`config.mk`:
```
export PLATFORM = sky130hd
export DESIGN_NAME = hs_charge_ctrl
export DESIGN_NICKNAME = d
export VERILOG_FILES = /design/src/rtl/hs_charge_pkg.sv /design/src/rtl/hs_sync.sv /design/src/rtl/hs_phase_fsm.sv /design/src/rtl/hs_drive_reg.sv /design/src/rtl/hs_arm_guard.sv /design/src/rtl/hs_charge_ctrl.sv
export SDC_FILE = /design/constraint.sdc
export NUM_CORES = 1
export LEC_CHECK = 0
export ABC_AREA = 1
export BUFFER_PORTS_ARGS = -buffer_cell sky130_fd_sc_hd__buf_2
export CORE_AREA = 2 2 39 41
export DETAILED_ROUTE_END_ITERATION = 10
export DIE_AREA = 0 0 41 43
export GPL_TIMING_DRIVEN = 0
export SYNTH_ARGS = -nofsm -noshare
export SYNTH_HDL_FRONTEND = slang
export SYNTH_SLANG_ARGS = --single-unit
```
`constraint.sdc`:
```
create_clock -name clk -period 0.9 [get_ports clk]
set_clock_uncertainty 0.05 [all_clocks]
set_input_delay 0.045 -clock clk [delete_from_list [all_inputs] [get_ports clk]]
set_output_delay 0.045 -clock clk [all_outputs]
set_load 0.02 [all_outputs]
```
`src/rtl/hs_charge_pkg.sv`:
```
package hs_charge_pkg;
  typedef enum logic [2:0] {
    PH_IDLE  = 3'd0,
    PH_GUP   = 3'd1,
    PH_ARMED = 3'd2,
    PH_GDN   = 3'd3,
    PH_PASS  = 3'd4
  } hs_phase_e;

  localparam int unsigned HS_N_IN = 4;
endpackage

```
`src/rtl/hs_sync.sv`:
```
module hs_sync #(
  parameter int unsigned WIDTH  = 4,
  parameter int unsigned STAGES = 2
) (
  input  logic             clk,
  input  logic             rst,
  input  logic [WIDTH-1:0] d,
  output logic [WIDTH-1:0] q
);
  generate
    if (STAGES == 0) begin : g_bypass
      assign q = d;
    end else begin : g_chain
      logic [STAGES-1:0][WIDTH-1:0] stage_q;
      always_ff @(posedge clk) begin
        if (rst) begin
          stage_q <= '0;
        end else begin
          stage_q[0] <= d;
          for (int i = 1; i < int'(STAGES); i++) stage_q[i] <= stage_q[i-1];
        end
      end
      assign q = stage_q[STAGES-1];
    end
  endgenerate
endmodule

```
`src/rtl/hs_phase_fsm.sv`:
```
module hs_phase_fsm
  import hs_charge_pkg::*;
(
  input  logic      clk,
  input  logic      rst,
  input  logic      req_q,
  input  logic      ack_q,
  input  logic      hit_q,
  input  logic      rdy_q,
  output hs_phase_e phase_d,
  output logic      arm_start
);
  hs_phase_e phase_q;

  always_comb begin
    phase_d   = phase_q;
    arm_start = 1'b0;
    unique case (phase_q)
      PH_IDLE:  if (req_q) phase_d = PH_GUP;
      PH_GUP:   if (ack_q) begin
                  phase_d   = PH_ARMED;
                  arm_start = 1'b1;
                end
      PH_ARMED: if (hit_q) phase_d = PH_GDN;
      PH_GDN:   if (!ack_q) phase_d = PH_PASS;
      PH_PASS:  if (!req_q && rdy_q) phase_d = PH_IDLE;
      default:  phase_d = PH_IDLE;
    endcase
  end

  always_ff @(posedge clk) begin
    if (rst) phase_q <= PH_IDLE;
    else     phase_q <= phase_d;
  end
endmodule

```
`src/rtl/hs_drive_reg.sv`:
```
module hs_drive_reg
  import hs_charge_pkg::*;
(
  input  logic      clk,
  input  logic      rst,
  input  hs_phase_e phase_d,
  output logic      gate_q,
  output logic      arm_q,
  output logic      pass_q
);
  always_ff @(posedge clk) begin
    if (rst) begin
      gate_q <= 1'b0;
      arm_q  <= 1'b0;
      pass_q <= 1'b0;
    end else begin
      gate_q <= (phase_d == PH_GUP) || (phase_d == PH_ARMED);
      arm_q  <= (phase_d == PH_ARMED);
      pass_q <= (phase_d == PH_PASS);
    end
  end
endmodule

```
`src/rtl/hs_arm_guard.sv`:
```
module hs_arm_guard (
  input  logic clk,
  input  logic rst,
  input  logic arm_start,
  input  logic hit_q,
  output logic err_q
);
  always_ff @(posedge clk) begin
    if (rst)                   err_q <= 1'b0;
    else if (arm_start && hit_q) err_q <= 1'b1;
  end
endmodule

```
`src/rtl/hs_charge_ctrl.sv`:
```
module hs_charge_ctrl
  import hs_charge_pkg::*;
#(
  parameter int unsigned SYNC_STAGES = 2
) (
  input  logic clk,
  input  logic rst,
  input  logic chg_req,
  output logic hs_gate,
  input  logic hs_gate_ack,
  output logic ocw_arm,
  input  logic ocw_hit,
  output logic pass_out,
  input  logic peer_ready,
  output logic proto_err
);
  logic [HS_N_IN-1:0] raw_in, sync_in;
  logic req_q, ack_q, hit_q, rdy_q;
  logic arm_start;
  hs_phase_e phase_d;

  assign raw_in = {peer_ready, ocw_hit, hs_gate_ack, chg_req};

  hs_sync #(.WIDTH(HS_N_IN), .STAGES(SYNC_STAGES)) u_sync (
    .clk(clk), .rst(rst), .d(raw_in), .q(sync_in)
  );

  assign req_q = sync_in[0];
  assign ack_q = sync_in[1];
  assign hit_q = sync_in[2];
  assign rdy_q = sync_in[3];

  hs_phase_fsm u_fsm (
    .clk(clk), .rst(rst), .req_q(req_q), .ack_q(ack_q), .hit_q(hit_q),
    .rdy_q(rdy_q), .phase_d(phase_d), .arm_start(arm_start)
  );

  hs_drive_reg u_drv (
    .clk(clk), .rst(rst), .phase_d(phase_d),
    .gate_q(hs_gate), .arm_q(ocw_arm), .pass_q(pass_out)
  );

  hs_arm_guard u_guard (
    .clk(clk), .rst(rst), .arm_start(arm_start), .hit_q(hit_q), .err_q(proto_err)
  );
endmodule

```
==> impl_metrics.json, run 1 <==
{
  "antenna_found_initial": 0,
  "finalWorstSetupSlack_ns": -0.06091,
  "clkLatencyLatePin_ns": 0.27,
  "synth.cells.most_frequent": "sky130_fd_sc_hd__dfxtp_1 (15), sky130_fd_sc_hd__inv_1 (15), sky130_fd_sc_hd__nor2_1 (10), sky130_fd_sc_hd__nand2_1 (8)",
  "die_h_um": 43,
  "clkTransAtPathRegs_ns": 0.08,
  "finalCriticalPeriod_ns": 0.9609,
  "whs_path_depth": 4,
  "placement.setup.worst_slack_ns": -0.06624,
  "setup.worst_path.class": "reg -> reg",
  "result_of_the_run": "finished with violations",
  "grt_util_all_layers_pct": 13.59,
  "rr_worst_depth": 7,
  "violations": "negative setup slack",
  "worstSetupStartpointType": "register",
  "detailroute.via_count": 437,
  "tot_pwr_w": 0.001176,
  "numCtsBuffers": 3,
  "cts.sinks": 15,
  "grtUsageMet3_pct": 5.236,
  "static-leakage-power_nw": 0.3393,
  "syn_inst": 67,
  "highest_ir_drop_seen_on_vdd_uv": 959.2,
  "syn_area_um2": 535.5,
  "num-fill-cells": 134,
  "synth.distinct_cells": 11,
  "die-area_um2": 1763,
  "syn-num-nets": 73,
  "areaGrowthSynthToFinish_pct": 32.94,
  "leading_post_synthesis_cells_by_cell_area": "sky130_fd_sc_hd__dfxtp_1 (56%), sky130_fd_sc_hd__inv_1 (11%), sky130_fd_sc_hd__nor2_1 (7.0%), sky130_fd_sc_hd__nand2_1 (5.6%), sky130_fd_sc_hd__nand2_2 (4.7%)",
  "critical_path.endpoint_type": "register",
  "grt_first_pass_wirelength_um": 1462,
  "largest_net_degree_at_the_start_of_global_routing": 11,
  "period_share_pct": 106.8,
  "pwr_density_cell_nw_per_um2": 1652,
  "synth-warning-count": 0,
  "synthDominantAreaCellType": "sky130_fd_sc_hd__dfxtp_1",
  "placeableCoreArea_um2": 1384,
  "stdcell_area_um2": 711.9,
  "post_dr_wirelength_cell_um": 8.544,
  "grt_most_used_layer": "met2",
  "first_global_vias": 402,
  "post_place_instance_area_um2": 603.1,
  "maxCapViolCount": 0,
  "max-slew-margin-rel_pct": 87.19,
  "finalSetupViolations": 5,
  "nets": 94,
  "max_freq_ghz": 1.041,
  "hold_class": "in -> reg",
  "critPathRequiredTime_ns": 1.03,
  "postSynthAreaPerCell_um2": 7.993,
  "seq_area_frac_synth_pct": 56.07,
  "critical_path.max_fanout": 3,
  "port_buffers": 9,
  "synth_seq_cells": 15,
  "drive_gt1_share_pct": 35.63,
  "firstDrtPassIters": 4,
  "synth-main-ff-cell": "sky130_fd_sc_hd__dfxtp_1",
  "num_rows": 14,
  "async_reset_ff_share_pct": 0,
  "timing.critical_path.arrival_ns": 1.09,
  "design.portCount": 10,
  "detailed_route_wl_um": 880,
  "synth-edff-count": 0,
  "clock_path_buffers": 2,
  "drt_first_iter_violations": 3,
  "hold_viol": 0,
  "final-max-slew-violation-count": 0,
  "drc": 0,
  "num_antenna_cells": 0,
  "antenna_violating_nets_post_route": 0,
  "met2_usage_pct": 20.31,
  "die_width_um": 41,
  "cts_root_buf": "sky130_fd_sc_hd__clkbuf_4",
  "globalRoute.totalOverflow": 0,
  "yosysTopAreaCellShare_pct": 56.07,
  "grt.met1_usage_pct": 11.96,
  "grt_setup_unrepaired": "true",
  "detailed_place_hpwl_um": 591.6,
  "initial_core_util_pct": 38.70,
  "drt_via_density": 4.243,
  "worst-slew-pin-transition_ns": 0.1916,
  "htree_num_levels": 1,
  "tritoncts": "built",
  "place_congestion": 0.7242
}
-- through the flow --
step           std cells  hold WS (ns)  utilization, %  TNS (ns)
3_3_place_gp          92        0.1936           43.58  -0.08280
4_1_cts              103       0.02783           50.90   -0.1548
5_1_grt              103       0.03053           51.45   -0.5957
6_report             103       0.03509           51.45   -0.1587
2_1_floorplan         67       0.05962               -         0
3_5_place_dp          92        0.2016           43.58   -0.1235
-- power breakdown --
group          switching, W  total, W  internal (W)
logic             0.0000569  0.000110     0.0000530
clock network      0.000199  0.000371      0.000172
registers        0.00000981  0.000696      0.000686
total              0.000266   0.00118      0.000911
-- flip-flops by register name, summed over array words and instances (netlist names) --
| signal | count |
|---|---|
| u_sync.g_chain.stage_q | 4 |
| u_sync.q | 4 |
| u_fsm.phase_q | 3 |
| u_drv.arm_q | 1 |
| u_drv.gate_q | 1 |
| u_drv.pass_q | 1 |
| u_guard.err_q | 1 |
-- area by class of cell --
cell class | instances | area [um2] | share of cell area (%)
sequential | 15 | 309.0 | 43.41
multi-input combinational | 33 | 171.4 | 24.08
timing repair buffer | 16 | 112.6 | 15.82
inverter | 18 | 67.56 | 9.490
clock buffer | 4 | 26.28 | 3.691
tap | 16 | 20.02 | 2.812
buffer | 1 | 5.005 | 0.7030
-- kinds of logic after synthesis --
group | share of synthesized area, %
AOI/OAI and AO/OA | 2.803
and+or+nand+nor | 27.57
DFF | 56.08
buffers and inverters | 13.55
-- what timing repair did --
| action | in CTS | in global routing |
|---|---|---|
| endpoints found under the hold margin | 7 | 0 |
| endpoints found under the setup margin | 3 | 7 |
| resized for setup | 4 | 3 |
| buffers inserted | 2 | 0 |
| cloned | 0 | 0 |
| hold buffers | 5 | 0 |
| pin swaps | 1 | 1 |
-- routing by layer --
layer	part of all wire [%]	vias up	routed length (um)
met5	0	-	0
met4	1.9	0	17
met3	2.5	2	22
met2	56	6	491
met1	40	194	349
li1	-	235	-
-- cell usage in the layout (no fill, tap or decap), types with 3 or more instances in the layout --
master / Yosys / routed
sky130_fd_sc_hd__nand2_1: 8 / 8
sky130_fd_sc_hd__clkbuf_4: 0 / 3
sky130_fd_sc_hd__dlygate4sd3_1: 0 / 5
sky130_fd_sc_hd__inv_1: 15 / 15
sky130_fd_sc_hd__inv_2: 3 / 3
sky130_fd_sc_hd__dfxtp_2: 0 / 4
sky130_fd_sc_hd__nor2_1: 10 / 10
sky130_fd_sc_hd__dfxtp_1: 15 / 10
sky130_fd_sc_hd__nand3_1: 4 / 3
sky130_fd_sc_hd__nand2_2: 4 / 4
sky130_fd_sc_hd__buf_4: 0 / 3
sky130_fd_sc_hd__buf_2: 1 / 9
-- worst paths after layout --
path,start,end,slack (ns)
worst max-delay path,u_fsm.phase_q[0],u_drv.arm_q,-0.06
worst min-delay path,rst,u_drv.gate_q,0.04
worst max register to register,u_fsm.phase_q[0],u_drv.arm_q,-0.06
worst min register to register,u_sync.g_chain.stage_q[1],u_sync.q[1],0.35
-- worst max-delay path: stages, from the launching register on --
cell and delay [ns]:
sky130_fd_sc_hd__dfxtp_2 0.35, sky130_fd_sc_hd__inv_2 0.05, sky130_fd_sc_hd__nor2_4 0.10, sky130_fd_sc_hd__nand3_2 0.08, sky130_fd_sc_hd__nand2_2 0.09, sky130_fd_sc_hd__inv_2 0.04
sky130_fd_sc_hd__nand2_2 0.06, sky130_fd_sc_hd__inv_1 0.04
Note: power is estimated with default switching activity, not from simulation.
==> inputs of run 2 (changes only) <==
==> constraint.sdc (replaced) <==
create_clock -name clk -period 0.9 [get_ports clk]
set_clock_uncertainty 0.05 [all_clocks]
set_input_delay 0.18 -clock clk [delete_from_list [all_inputs] [get_ports clk]]
set_output_delay 0.18 -clock clk [all_outputs]
set_load 0.02 [all_outputs]
==> impl_metrics.json, run 2 (same netlist as run 1, synthesis figures left out) <==
{
  "result_of_the_run": "finished with violations",
  "violations": "negative setup slack",
  "num_rows": 14,
  "detailroute.via_count": 412,
  "ctsHoldBuffers": 0,
  "tot_pwr_w": 0.001166,
  "antenna_found_initial": 0,
  "detailed_route_wl_um": 831,
  "port_buffers": 9,
  "drt_first_iter_violations": 2,
  "timing.setup.tns_ns": -0.4272,
  "num_antenna_cells": 0,
  "routed.top_layer": "met4",
  "finalWorstSetupSlack_ns": -0.07316,
  "max_freq_ghz": 1.028,
  "met2_wl_post_dr_um": 438,
  "numCtsBuffers": 3,
  "finalCoreUtilization_pct": 49.64,
  "globalRoute.totalOverflow": 0,
  "drt_via_density": 4.204,
  "die_width_um": 41,
  "largest_net_degree_at_the_start_of_global_routing": 11,
  "clkLatencyLatePin_ns": 0.27,
  "first_global_vias": 371,
  "setup.worst_path.class": "reg -> reg",
  "antenna_violating_nets_post_route": 0,
  "design.portCount": 10,
  "areaGrowthSynthToFinish_pct": 28.27,
  "initial_core_util_pct": 38.70,
  "die_h_um": 43,
  "post_dr_wirelength_cell_um": 8.480,
  "static-leakage-power_nw": 0.3183,
  "placeableCoreArea_um2": 1384,
  "worstSetupStartpointType": "register",
  "htree_num_levels": 1,
  "max-slew-margin-rel_pct": 88.07,
  "maxCapViolCount": 0,
  "layout.cells.most_common_list": "sky130_fd_sc_hd__inv_1 (14), sky130_fd_sc_hd__nor2_1 (10), sky130_fd_sc_hd__nand2_1 (8), sky130_fd_sc_hd__dfxtp_1 (8)",
  "grt_util_all_layers_pct": 12.88,
  "clkTransAtPathRegs_ns": 0.08,
  "nets": 89,
  "hold_viol": 0,
  "final-max-slew-violation-count": 0,
  "pwr_density_cell_nw_per_um2": 1698,
  "cts_root_buf": "sky130_fd_sc_hd__clkbuf_4",
  "critical_path.endpoint_type": "register",
  "period_share_pct": 108.1,
  "route.layer.met1.wl_um": 356,
  "detailed_place_hpwl_um": 591.6,
  "highest_ir_drop_seen_on_vdd_uv": 918.2,
  "die-area_um2": 1763,
  "firstDrtPassIters": 4,
  "drc": 0,
  "final.hold.worst_slack_ns": 0.04881,
  "wl_met3_um": 19,
  "cts.sinks": 15,
  "hold_class": "in -> reg",
  "finalCriticalPeriod_ns": 0.9732,
  "critical_path.max_fanout": 3,
  "drive_gt1_share_pct": 41.46,
  "grt_first_pass_wirelength_um": 1386,
  "grt_setup_unrepaired": "true",
  "clock_path_buffers": 2,
  "mostFrequentLayoutCell": "sky130_fd_sc_hd__inv_1",
  "critPathRequiredTime_ns": 1.03,
  "num-fill-cells": 143,
  "timing.critical_path.arrival_ns": 1.10,
  "tritoncts": "built",
  "finalSetupViolations": 10,
  "place_congestion": 0.7242,
  "worst-slew-pin-transition_ns": 0.1790
}
## run 2: cell types whose count changed in the layout (fill, tap and decap cells not counted)
cell                            previous run  this run
sky130_fd_sc_hd__buf_6                     0         4
sky130_fd_sc_hd__dfxtp_2                   4         6
sky130_fd_sc_hd__buf_4                     3         2
sky130_fd_sc_hd__dfxtp_1                  10         8
sky130_fd_sc_hd__inv_1                    15        14
sky130_fd_sc_hd__buf_2                     9         6
sky130_fd_sc_hd__inv_2                     3         4
sky130_fd_sc_hd__dlygate4sd3_1             5         0
## run 2: area by class of cell
type                            instances  area [um2]  share of cell area [%]
Inverter                               18       67.56                   9.836
Buffer                                  1       5.005                  0.7286
Multi-Input combinational cell         33       171.4                   24.95
Sequential cell                        15       311.5                   45.36
Timing Repair Buffer                   11       85.08                   12.39
Tap cell                               16       20.02                   2.914
Clock buffer                            4       26.28                   3.825
## run 2: timing repair
action,in CTS,in global routing
setup buffers,1,1
cloned,0,0
setup endpoints to repair,7,10
pin swaps,1,4
gates resized for setup,15,2
## run 2: per-layer routing
metal / vias up / GRT usage, %
met5: - / 0
met4: 0 / 14.00
met3: 2 / 4.712
met2: 4 / 18.44
met1: 180 / 12.62
li1: 226 / -
## run 2: worst max-delay path, cell delays in order, from the launching register on
cell                      delay [ns]
sky130_fd_sc_hd__dfxtp_2        0.35
sky130_fd_sc_hd__inv_2          0.05
sky130_fd_sc_hd__nor2_4         0.12
sky130_fd_sc_hd__nand3_2        0.07
sky130_fd_sc_hd__nand2_2        0.08
sky130_fd_sc_hd__inv_2          0.04
sky130_fd_sc_hd__nand2_2        0.07
sky130_fd_sc_hd__nand2_2        0.04
## run 2: per-stage QoR
step / instances / worst slack, ns / area (um2)
after detailed placement: 92 / -0.06624 / 603.1
after global routing: 98 / -0.1393 / 686.9
after global placement: 92 / -0.04767 / 603.1
final: 98 / -0.07316 / 686.9
after floorplan: 67 / 0.008366 / 538.0
after CTS: 97 / -0.06799 / 675.6
## run 2: path summary, 6_finish.rpt
kind                        startpoint                        end  slack (ns)  cells after the start
max                   u_fsm.phase_q[0]               u_drv.gate_q       -0.07                      7
max reg2reg           u_fsm.phase_q[0]               u_drv.gate_q       -0.07                      7
min                         peer_ready  u_sync.g_chain.stage_q[3]        0.05                      3
min reg2reg  u_sync.g_chain.stage_q[1]                u_sync.q[1]        0.35                      2
## run 2: power by group
group	switching [W]	total (W)	internal (W)	leakage (nW)
logic	0.0000536	0.0000984	0.0000448	0.177
clock network	0.000199	0.000371	0.000172	0.0150
registers	0.0000108	0.000697	0.000686	0.127
total	0.000264	0.00117	0.000902	0.318
==> inputs of run 3 (changes only) <==
- ABC_AREA: 1 -> not set
==> impl_metrics.json, run 3 <==
{
  "result_of_the_run": "finished with violations",
  "violations": "negative setup slack",
  "num-fill-cells": 132,
  "multi_input_area_um2": 230.2,
  "stdcell_area_um2": 698.2,
  "post_dr_wirelength_cell_um": 10.70,
  "max-slew-margin-rel_pct": 67.44,
  "reg2reg_setup_slack_ns": -0.18,
  "finalSetupViolations": 11,
  "yosysTopAreaCellShare_pct": 57.42,
  "pwr_density_cell_nw_per_um2": 1659,
  "port_buffers": 9,
  "place_congestion": 0.6024,
  "die_width_um": 41,
  "clkTransAtPathRegs_ns": 0.09,
  "drive_gt1_share_pct": 47.54,
  "finalWorstSetupSlack_ns": -0.1807,
  "whs_path_depth": 2,
  "tritoncts": "built",
  "highest_ir_drop_seen_on_vdd_uv": 820.5,
  "synth.cells.most_frequent": "sky130_fd_sc_hd__dfxtp_1 (15), sky130_fd_sc_hd__nor2b_1 (9), sky130_fd_sc_hd__nor2_1 (3)",
  "grt_first_pass_wirelength_um": 1324,
  "die_h_um": 43,
  "period_share_pct": 120.1,
  "synth-warning-count": 0,
  "leading_post_synthesis_cells_by_cell_area": "sky130_fd_sc_hd__dfxtp_1 (57%), sky130_fd_sc_hd__nor2b_1 (11%), sky130_fd_sc_hd__a211oi_2 (4.8%), sky130_fd_sc_hd__mux2i_1 (3.8%), sky130_fd_sc_hd__buf_6 (2.2%)",
  "synth.distinct_cells": 19,
  "largest_net_degree_at_the_start_of_global_routing": 11,
  "postSynthAreaPerCell_um2": 11.37,
  "timing.setup.tns_ns": -1.028,
  "clkLatencyLatePin_ns": 0.28,
  "placeableCoreArea_um2": 1384,
  "synth-main-ff-cell": "sky130_fd_sc_hd__dfxtp_1",
  "detailed_route_wl_um": 824,
  "nets": 68,
  "non_filler_cells_in_the_finished_layout": 77,
  "clock_path_buffers": 2,
  "mostFrequentLayoutCell": "sky130_fd_sc_hd__nor2b_1",
  "critical_path.endpoint_type": "register",
  "areaGrowthSynthToFinish_pct": 33.49,
  "htree_num_levels": 1,
  "firstDrtPassIters": 2,
  "synthMostInstantiatedCell": "sky130_fd_sc_hd__dfxtp_1",
  "die-area_um2": 1763,
  "grt_setup_unrepaired": "true",
  "worst-slew-pin-transition_ns": 0.4884,
  "critPathRequiredTime_ns": 1.05,
  "first_global_vias": 313,
  "worstSetupStartpointType": "register",
  "syn_inst": 46,
  "grt_util_all_layers_pct": 11.55,
  "num_antenna_cells": 0,
  "drt_via_density": 4.740,
  "globalRoute.totalOverflow": 0,
  "r2r-end": "u_drv.gate_q",
  "cts_root_buf": "sky130_fd_sc_hd__clkbuf_4",
  "static-leakage-power_nw": 0.2622,
  "place_inst": 71,
  "drt_first_iter_violations": 1,
  "timing.critical_path.arrival_ns": 1.23,
  "layout.cells.most_common_list": "sky130_fd_sc_hd__nor2b_1 (9), sky130_fd_sc_hd__dfxtp_1 (7), sky130_fd_sc_hd__buf_2 (5), sky130_fd_sc_hd__buf_6 (5), sky130_fd_sc_hd__dfxtp_2 (5)",
  "syn_area_um2": 523.0,
  "synthDominantAreaCellType": "sky130_fd_sc_hd__dfxtp_1",
  "cts.sinks": 15,
  "detailroute.via_count": 365,
  "rr_startpoint": "u_fsm.phase_q[0]",
  "register_area_um2": 317.8,
  "worst_hold_startpoint": "ocw_hit",
  "async_reset_ff_share_pct": 0,
  "antenna_violating_nets_post_route": 0,
  "finalCriticalPeriod_ns": 1.081,
  "rr_worst_depth": 2,
  "final-max-slew-violation-count": 0,
  "critical_path.max_fanout": 6,
  "antenna_found_initial": 0,
  "final.hold.worst_slack_ns": 0.04944,
  "hold_class": "in -> reg",
  "setup.worst_path.class": "reg -> reg",
  "seq_area_frac_synth_pct": 57.42,
  "synth_seq_cells": 15,
  "detailed_place_hpwl_um": 517.8,
  "placement.setup.worst_slack_ns": -0.2392,
  "numCtsBuffers": 3,
  "post_place_instance_area_um2": 589.3,
  "maxCapViolCount": 0,
  "min_delay_worst_endpoint": "u_sync.g_chain.stage_q[2]",
  "design.portCount": 10,
  "hold_viol": 0,
  "initial_core_util_pct": 37.79,
  "num_rows": 14,
  "max_freq_ghz": 0.9253,
  "synth-edff-count": 0,
  "syn-num-nets": 52,
  "drc": 0
}
-- run 3: metal layers --
metal	up-vias	wire, um	GRT usage, %
li1	186	-	-
met1	167	360	14.57
met2	10	418	15.31
met3	2	40	4.712
met4	0	5	8.000
met5	-	0	0
-- run 3: where the power goes --
part,internal [W],leakage (nW),total [W],switching [W]
clock network,0.000172,0.0150,0.000377,0.000205
logic,0.0000486,0.120,0.0000845,0.0000359
registers,0.000682,0.128,0.000697,0.0000153
-- run 3: metrics by stage --
stage	power (W)	util (%)
after global placement	0.0007895	42.59
after floorplan	0.0007658	-
final	0.001158	50.45
after global routing	0.001222	50.45
after detailed placement	0.0007907	42.59
after CTS	0.001166	47.56
-- run 3: critical path, stage by stage, from the launching register on --
cell                       delay [ns]
sky130_fd_sc_hd__dfxtp_4         0.37
sky130_fd_sc_hd__or3b_4          0.41
sky130_fd_sc_hd__a211oi_2        0.17
-- run 3: final cells by class --
class,count,area share [%]
repair buffers,12,13.80
inverters,1,0.5376
well taps,16,2.867
clock buffers,4,3.763
flip-flops and latches,15,45.52
plain buffers,1,0.5376
multi-input cells,28,32.97
-- run 3: cells by family (layout without fill, tap and decap cells) --
logic type             after synthesis  after routing  share of synthesized area, %
AOI/OAI and AO/OA                    6              6                         10.53
muxes                                2              2                         3.828
and+or+nand+nor                     20             20                         24.64
buffers and inverters                3             18                         3.587
DFF                                 15             15                         57.42
-- run 3: timing repair --
item | CTS | global route
setup endpoints to repair | 10 | 11
pin swaps | 2 | 3
hold buffers | 0 | 0
setup buffers | 2 | 1
resized for setup | 16 | 7
-- run 3: worst max-delay path by stage --
stage | startpoint | endpoint
3_5_place_dp | u_fsm.phase_q[1] | u_drv.arm_q
4_1_cts | u_fsm.phase_q[0] | u_drv.arm_q
5_1_grt | u_fsm.phase_q[1] | u_drv.gate_q
6_report | u_fsm.phase_q[0] | u_drv.gate_q
2_1_floorplan | u_fsm.phase_q[0] | u_drv.gate_q
3_3_place_gp | u_fsm.phase_q[1] | u_drv.gate_q
